$ cat config.mk
export PLATFORM = sky130hd
export DESIGN_NAME = intr_entry_ctrl
export DESIGN_NICKNAME = d
export VERILOG_FILES = /design/src/rtl/intr_entry_pkg.sv /design/src/rtl/intr_sync.sv /design/src/rtl/intr_arbiter.sv /design/src/rtl/intr_psr_bank.sv /design/src/rtl/intr_entry_ctrl.sv
export SDC_FILE = /design/constraint.sdc
export NUM_CORES = 1
export LEC_CHECK = 0
export ABC_AREA = 1
export BUFFER_PORTS_ARGS = -buffer_cell sky130_fd_sc_hd__buf_2
export CAP_MARGIN = 20
export CORE_ASPECT_RATIO = 1.1
export CORE_MARGIN = 5
export CORE_UTILIZATION = 57
export DETAILED_ROUTE_END_ITERATION = 16
export PLACE_DENSITY = 0.89
export SYNTH_ARGS = -nofsm -noshare
export SYNTH_HDL_FRONTEND = slang
export SYNTH_SLANG_ARGS = --single-unit
$ cat constraint.sdc
create_clock -name clk -period 3.64 [get_ports clk]
set_clock_uncertainty 0.05 [all_clocks]
set_input_delay 0.728 -clock clk [delete_from_list [all_inputs] [get_ports clk]]
set_output_delay 0.728 -clock clk [all_outputs]
set_load 0.05 [all_outputs]
$ cat src/rtl/intr_entry_pkg.sv
package intr_entry_pkg;
  localparam logic [4:0] MODE_USR = 5'b10000;
  localparam logic [4:0] MODE_FIQ = 5'b10001;
  localparam logic [4:0] MODE_IRQ = 5'b10010;
  localparam logic [4:0] MODE_SVC = 5'b10011;
  localparam int FBIT = 6;
  localparam int IBIT = 7;
  localparam int NBANK = 2;
  localparam logic CAUSE_FAST = 1'b0;
  localparam logic CAUSE_NORM = 1'b1;
endpackage

$ cat src/rtl/intr_sync.sv
module intr_sync #(
  parameter int STAGES = 1
) (
  input  logic clk,
  input  logic rst,
  input  logic d,
  output logic q
);
  logic [STAGES-1:0] chain;

  generate
    if (STAGES == 1) begin : g_one
      always_ff @(posedge clk) begin
        if (rst) chain <= 1'b1;
        else     chain <= d;
      end
    end else begin : g_many
      always_ff @(posedge clk) begin
        if (rst) chain <= '1;
        else     chain <= {chain[STAGES-2:0], d};
      end
    end
  endgenerate

  assign q = chain[STAGES-1];
endmodule

$ cat src/rtl/intr_arbiter.sv
module intr_arbiter (
  input  logic insn_done,
  input  logic fast_n,
  input  logic norm_n,
  input  logic f_mask,
  input  logic i_mask,
  output logic take,
  output logic cause
);
  import intr_entry_pkg::*;
  logic fast_ok, norm_ok;

  always_comb begin
    fast_ok = insn_done && !fast_n && !f_mask;
    norm_ok = insn_done && !norm_n && !i_mask;
    take    = fast_ok || norm_ok;
    cause   = fast_ok ? CAUSE_FAST : CAUSE_NORM;
  end
endmodule

$ cat src/rtl/intr_psr_bank.sv
module intr_psr_bank #(
  parameter int          XLEN    = 32,
  parameter logic [31:0] FIQ_VEC = 32'h1C,
  parameter logic [31:0] IRQ_VEC = 32'h18
) (
  input  logic            clk,
  input  logic            rst,
  input  logic            take,
  input  logic            cause,
  input  logic [XLEN-1:0] next_pc,
  input  logic            ret_en,
  input  logic            wr_en,
  input  logic [XLEN-1:0] wr_data,
  output logic [XLEN-1:0] status_q,
  output logic            redirect_q,
  output logic [XLEN-1:0] fetch_q,
  output logic            taken_q,
  output logic            cause_q,
  output logic [XLEN-1:0] lr_out   [intr_entry_pkg::NBANK],
  output logic [XLEN-1:0] spsr_out [intr_entry_pkg::NBANK]
);
  import intr_entry_pkg::*;
  localparam logic [XLEN-1:0] RESET_PSR = XLEN'({2'b11, 1'b0, MODE_SVC});
  localparam logic [XLEN-1:0] STEP      = XLEN'(4);

  logic [XLEN-1:0] lr_bank   [NBANK];
  logic [XLEN-1:0] spsr_bank [NBANK];
  logic [XLEN-1:0] entry_psr, wr_psr;
  logic            in_fast, in_norm, in_user, ret_ok, ret_idx;

  always_comb begin
    in_fast = status_q[4:0] == MODE_FIQ;
    in_norm = status_q[4:0] == MODE_IRQ;
    in_user = status_q[4:0] == MODE_USR;
    ret_ok  = ret_en && (in_fast || in_norm);
    ret_idx = in_norm;
    if (cause == CAUSE_FAST)
      entry_psr = {status_q[XLEN-1:8], 1'b1, 1'b1, status_q[5], MODE_FIQ};
    else
      entry_psr = {status_q[XLEN-1:8], 1'b1, status_q[FBIT], status_q[5], MODE_IRQ};
    if (in_user)
      wr_psr = {wr_data[XLEN-1:8], status_q[IBIT:FBIT], wr_data[5:0]};
    else
      wr_psr = wr_data;
  end

  always_ff @(posedge clk) begin
    if (rst) begin
      status_q   <= RESET_PSR;
      redirect_q <= 1'b0;
      fetch_q    <= '0;
      taken_q    <= 1'b0;
      cause_q    <= CAUSE_FAST;
      for (int b = 0; b < NBANK; b++) begin
        lr_bank[b]   <= '0;
        spsr_bank[b] <= '0;
      end
    end else begin
      redirect_q <= 1'b0;
      taken_q    <= 1'b0;
      if (take) begin
        lr_bank[cause]   <= next_pc + STEP;
        spsr_bank[cause] <= status_q;
        status_q         <= entry_psr;
        fetch_q          <= (cause == CAUSE_NORM) ? XLEN'(IRQ_VEC) : XLEN'(FIQ_VEC);
        redirect_q       <= 1'b1;
        taken_q          <= 1'b1;
        cause_q          <= cause;
      end else if (ret_ok) begin
        status_q   <= spsr_bank[ret_idx];
        fetch_q    <= lr_bank[ret_idx] - STEP;
        redirect_q <= 1'b1;
      end else if (wr_en) begin
        status_q <= wr_psr;
      end
    end
  end

  assign lr_out   = lr_bank;
  assign spsr_out = spsr_bank;

  // user-mode writes never move the mask pair
  p_user_mask_kept_r9: assert property (@(posedge clk) disable iff (rst)
    (wr_en && !take && status_q[4:0] == MODE_USR) |=> $stable(status_q[IBIT:FBIT]));

  // return from fast mode restores status and link-4 together
  p_fast_return_r10: assert property (@(posedge clk) disable iff (rst)
    (ret_en && !take && status_q[4:0] == MODE_FIQ) |=>
      (status_q == $past(spsr_bank[0]) && fetch_q == $past(lr_bank[0]) - STEP && redirect_q));

  // normal entry lands in normal mode with I set
  p_norm_mode_r7: assert property (@(posedge clk) disable iff (rst)
    (taken_q && cause_q == CAUSE_NORM) |-> (status_q[4:0] == MODE_IRQ && status_q[IBIT]));
endmodule

$ cat src/rtl/intr_entry_ctrl.sv
module intr_entry_ctrl #(
  parameter int          XLEN        = 32,
  parameter int          SYNC_STAGES = 1,
  parameter logic [31:0] FIQ_VEC     = 32'h1C,
  parameter logic [31:0] IRQ_VEC     = 32'h18
) (
  input  logic            clk,
  input  logic            rst,
  input  logic            fiq_n,
  input  logic            irq_n,
  input  logic            insn_done,
  input  logic [XLEN-1:0] next_pc,
  input  logic            ret_en,
  input  logic            psr_wr_en,
  input  logic [XLEN-1:0] psr_wr_data,
  output logic [XLEN-1:0] status,
  output logic            fetch_redirect,
  output logic [XLEN-1:0] fetch_addr,
  output logic            entry_taken,
  output logic            entry_cause,
  output logic [XLEN-1:0] lr_fast,
  output logic [XLEN-1:0] spsr_fast,
  output logic [XLEN-1:0] lr_norm,
  output logic [XLEN-1:0] spsr_norm
);
  import intr_entry_pkg::*;
  localparam int NPIN = 2;

  logic [NPIN-1:0] pin_raw, pin_s;
  logic            take, cause;
  logic [XLEN-1:0] lr_v   [NBANK];
  logic [XLEN-1:0] spsr_v [NBANK];

  assign pin_raw = {irq_n, fiq_n};

  generate
    for (genvar p = 0; p < NPIN; p++) begin : g_sync
      intr_sync #(.STAGES(SYNC_STAGES)) u_sync (
        .clk(clk), .rst(rst), .d(pin_raw[p]), .q(pin_s[p]));
    end
  endgenerate

  intr_arbiter u_arb (
    .insn_done(insn_done), .fast_n(pin_s[0]), .norm_n(pin_s[1]),
    .f_mask(status[FBIT]), .i_mask(status[IBIT]), .take(take), .cause(cause));

  intr_psr_bank #(.XLEN(XLEN), .FIQ_VEC(FIQ_VEC), .IRQ_VEC(IRQ_VEC)) u_bank (
    .clk(clk), .rst(rst), .take(take), .cause(cause), .next_pc(next_pc),
    .ret_en(ret_en), .wr_en(psr_wr_en), .wr_data(psr_wr_data),
    .status_q(status), .redirect_q(fetch_redirect), .fetch_q(fetch_addr),
    .taken_q(entry_taken), .cause_q(entry_cause), .lr_out(lr_v), .spsr_out(spsr_v));

  assign lr_fast   = lr_v[0];
  assign spsr_fast = spsr_v[0];
  assign lr_norm   = lr_v[1];
  assign spsr_norm = spsr_v[1];

  // an allowed fast request always wins the boundary
  p_fast_wins_r5: assert property (@(posedge clk) disable iff (rst)
    (insn_done && !pin_s[0] && !status[FBIT]) |=> (entry_taken && entry_cause == CAUSE_FAST));

  // a fast entry never follows a cycle with F set
  p_fast_masked_r4: assert property (@(posedge clk) disable iff (rst)
    (entry_taken && entry_cause == CAUSE_FAST) |-> !$past(status[FBIT]));

  // no entry without the boundary strobe
  p_boundary_only_r3: assert property (@(posedge clk) disable iff (rst)
    !insn_done |=> !entry_taken);

  // entry always comes with a fetch redirect
  p_entry_redirect_r8: assert property (@(posedge clk) disable iff (rst)
    entry_taken |-> fetch_redirect);

  // fast entry lands in fast mode with both masks set
  p_fast_mode_r6: assert property (@(posedge clk) disable iff (rst)
    (entry_taken && entry_cause == CAUSE_FAST) |->
      (status[4:0] == MODE_FIQ && status[FBIT] && status[IBIT]));
endmodule

==> out/qor.yml <==
cts:
  clockRootBuffer: "clkbuf_16"
  cts_resized: 0
  ctsLongestPathBuffers: 2
  cts.reportedPaths.clkPinSlew_ns: 0.08
  cts.sinks: 197
  cts_buffers: 17
  cts.htree.levels: 4
  holdBufCountCts: 0
  cts_setup_buffers: 0
  clock_latency_ns: 0.44
  cts_tree: "done"
finish:
  syn2layout_area_growth_pct: 20.65
  final_cell_mix: "nand2_1 (351), buf_2 (265), dfxtp_1 (196), inv_1 (178), o21ai_0 (134)"
  layout-drive-gt1-share: 0.2301
  final_common_cell: "nand2_1"
  design_area_mm2: 0.01166
  nets: 1681
synthesis:
  synth_top_area_cell: "dfxtp_1"
  synth_fa_ha_area_frac: 0.002589
  synthesis.nets: 1461
  ys_seq_area_frac: 0.4080
  syn_area_per_cell_um2: 6.964
  synth_xor_area_frac: 0.03262
  yosysTopAreaCellShare: 0.4080
  ys_top_cells_by_area: "dfxtp_1 (41%), nand2_1 (14%), inv_1 (7.0%), o21ai_0 (6.9%), a21oi_1 (4.8%)"
  synth_seq_cells: 197
  synthCells: 1388
  synth_simple_gate_area_share: 0.2611
  synth_cell_types: 43
  synth_top_family_by_area: "simple AND/OR/NAND/NOR gates"
  syn_area_mm2: 0.009666
  synth_warnings: 0
  synth.area.mux_share: 0
  synth_compound_area_frac: 0.1806
critical_path:
  cp_max_fo: 38
  slowest_stage: "nor2_2"
  critical_path_buf_inv_count: 2
  r2r_setup_slack_ns: 0.74
  rr_startpoint: "u_bank.status_q[2]$_SDFFE_PP0P_"
  arrival_ns: 3.20
  crit_type: "flop to flop"
  cpLargestDelayFamily: "simple AND/OR/NAND/NOR gates"
  start_kind: "flop"
  path_depth: 11
  cp_cell_sequence: "nor2_4, buf_4, nand3_1, o21ai_1, nand2_1, nor2_2, buf_4, o211ai_1, nand2_1, nor2_1, o21ai_0"
  r2r_cells: 11
  end_kind: "flop"
  max_stage_delay_ns: 0.51
  worstPathRequired_ns: 3.94
  r2r_end: "u_bank.status_q[6]$_SDFFE_PP1P_"
min_path:
  hold_start: "u_bank.cause_q$_SDFFE_PP0N_"
  hold_path.class: "flop to flop"
  hold_end: "u_bank.cause_q$_SDFFE_PP0N_"
  holdPathStages: 2
die:
  die_area_mm2: 0.01966
  start_util: 0.5743
  io_pins: 266
  dieWidth_um: 134.2
  row_count: 50
  die_y_um: 146.6
  core_area_mm2: 0.01683
grt:
  grt_pass1_vias: 9954
  track_usage: 0.3229
  grt_max_degree: 78
  grt_pass1_wl_mm: 51.34
  antenna_found_initial: 2
  overflow: 0
job:
  max_cap_viol_count: 0
sta:
  rsz0062_at_grt: "no"
  fmax_mhz: 345.3
  fin_tns_setup_ns: 0
  setup_violations: 0
  relSlewSlack: 0.4858
  slew_violations: 0
  period_share: 0.7957
  hold_violations: 0
  fin_crit_ns: 2.896
  worst_pin_slew_ns: 0.7713
drt:
  drt_iter0_markers: 872
  drt-vias-per-instance: 5.628
  drc: 0
  drtAntennaViolNets: 0
  vias: 10311
  wl_per_cell_um: 17.73
  drt_pre_antenna_iters: 9
  routed_wl_mm: 32.48
placed_design:
  port_buffers: 265
  hpwlAfterDp_mm: 23.72
  place_congestion: 0.9843
  postPlaceCellArea_mm2: 0.01099
power_and_ir_drop:
  leakage_nw: 5.789
  power_density_mw_per_mm2: 506.4
  peakVddDrop_uv: 388.2
status:
  outcome: "finished clean"
-- routing by layer --
metal	GRT usage	wire, µm	vias up
li1	-	-	4953
met4	0.1441	1306	0
met5	0	0	-
met3	0.09683	2887	97
met1	0.3775	12410	4748
met2	0.5450	15880	513
-- worst max path at each step --
stage                                          from                              end
floorplan           u_bank.status_q[1]$_SDFFE_PP1P_  u_bank.fetch_q[16]$_SDFFE_PP0N_
global route        u_bank.status_q[2]$_SDFFE_PP0P_  u_bank.status_q[6]$_SDFFE_PP1P_
CTS                 u_bank.status_q[2]$_SDFFE_PP0P_  u_bank.status_q[6]$_SDFFE_PP1P_
detailed placement  u_bank.status_q[2]$_SDFFE_PP0P_  u_bank.status_q[6]$_SDFFE_PP1P_
global placement    u_bank.status_q[2]$_SDFFE_PP0P_  u_bank.status_q[0]$_SDFFE_PP1P_
finish              u_bank.status_q[2]$_SDFFE_PP0P_  u_bank.status_q[6]$_SDFFE_PP1P_
-- cell usage after synthesis, drive strengths merged --
master	n
and3b	1
xor2	30
nor2	89
o22ai	36
inv	185
a22o	3
nor3b	1
nand3b	8
clkinv	1
o21ai	147
nand2	367
nand4	40
a31oi	26
a21oi	96
o221ai	2
or2	3
xnor2	6
clkbuf	52
dfxtp	197
nand3	37
o21a	2
nor3	14
ha	2
nor4	4
buf	30
o211ai	9
-- stage by stage --
stage	util	hold WS [ns]	cells	total power, mW	worst slack (ns)
3_3_place_gp	0.6532	0.3912	1796	3.933	0.9623
4_1_cts	0.6913	0.4053	1828	5.894	0.8094
2_1_floorplan	-	0.4222	1388	3.579	1.139
5_1_grt	0.6928	0.4116	1831	6.147	0.4057
3_5_place_dp	0.6532	0.3929	1796	3.953	0.8677
6_report	0.6929	0.4063	1832	5.905	0.7436
-- worst reg2reg max path: stages (launching register included) --
cell,delay [ns]
dfxtp_1,0.37
nor2_4,0.16
buf_4,0.40
nand3_1,0.12
o21ai_1,0.14
nand2_1,0.27
nor2_2,0.51
buf_4,0.33
o211ai_1,0.14
nand2_1,0.09
nor2_1,0.04
o21ai_0,0.19
-- cell families (layout without fill, tap and decap cells) --
| group | count (synthesis) | in the layout |
|---|---|---|
| compound gates | 321 | 321 |
| xor+xnor | 36 | 36 |
| fa+ha+maj | 2 | 2 |
| buf+inv | 268 | 501 |
| flops | 197 | 197 |
| other cells | 0 | 3 |
| simple gates | 564 | 564 |
-- cell type report --
type	instances	area [µm²]
antenna	3	7.507
clock buffer	17	425.4
clock inverter	15	216.5
fill	1445	5167
inverter	186	698.2
multi-input combinational	923	4622
sequential	197	3945
tap	208	260.3
timing repair buffer	283	1486
-- registers in the layout, indices dropped and copies added (netlist names) --
name	flops
g_sync.u_sync.q	2
u_bank.cause_q	1
u_bank.spsr_out	64
u_bank.taken_q	1
u_bank.status_q	32
u_bank.redirect_q	1
u_bank.lr_out	64
u_bank.fetch_q	32
-- power by group --
group	leakage, nW	switching [mW]	internal, mW
clock	0.307	0.972	1.00
combinational	3.88	1.20	0.401
sequential	1.60	0.0788	2.26
total	5.79	2.25	3.66
(Power assumes the default switching activity.)
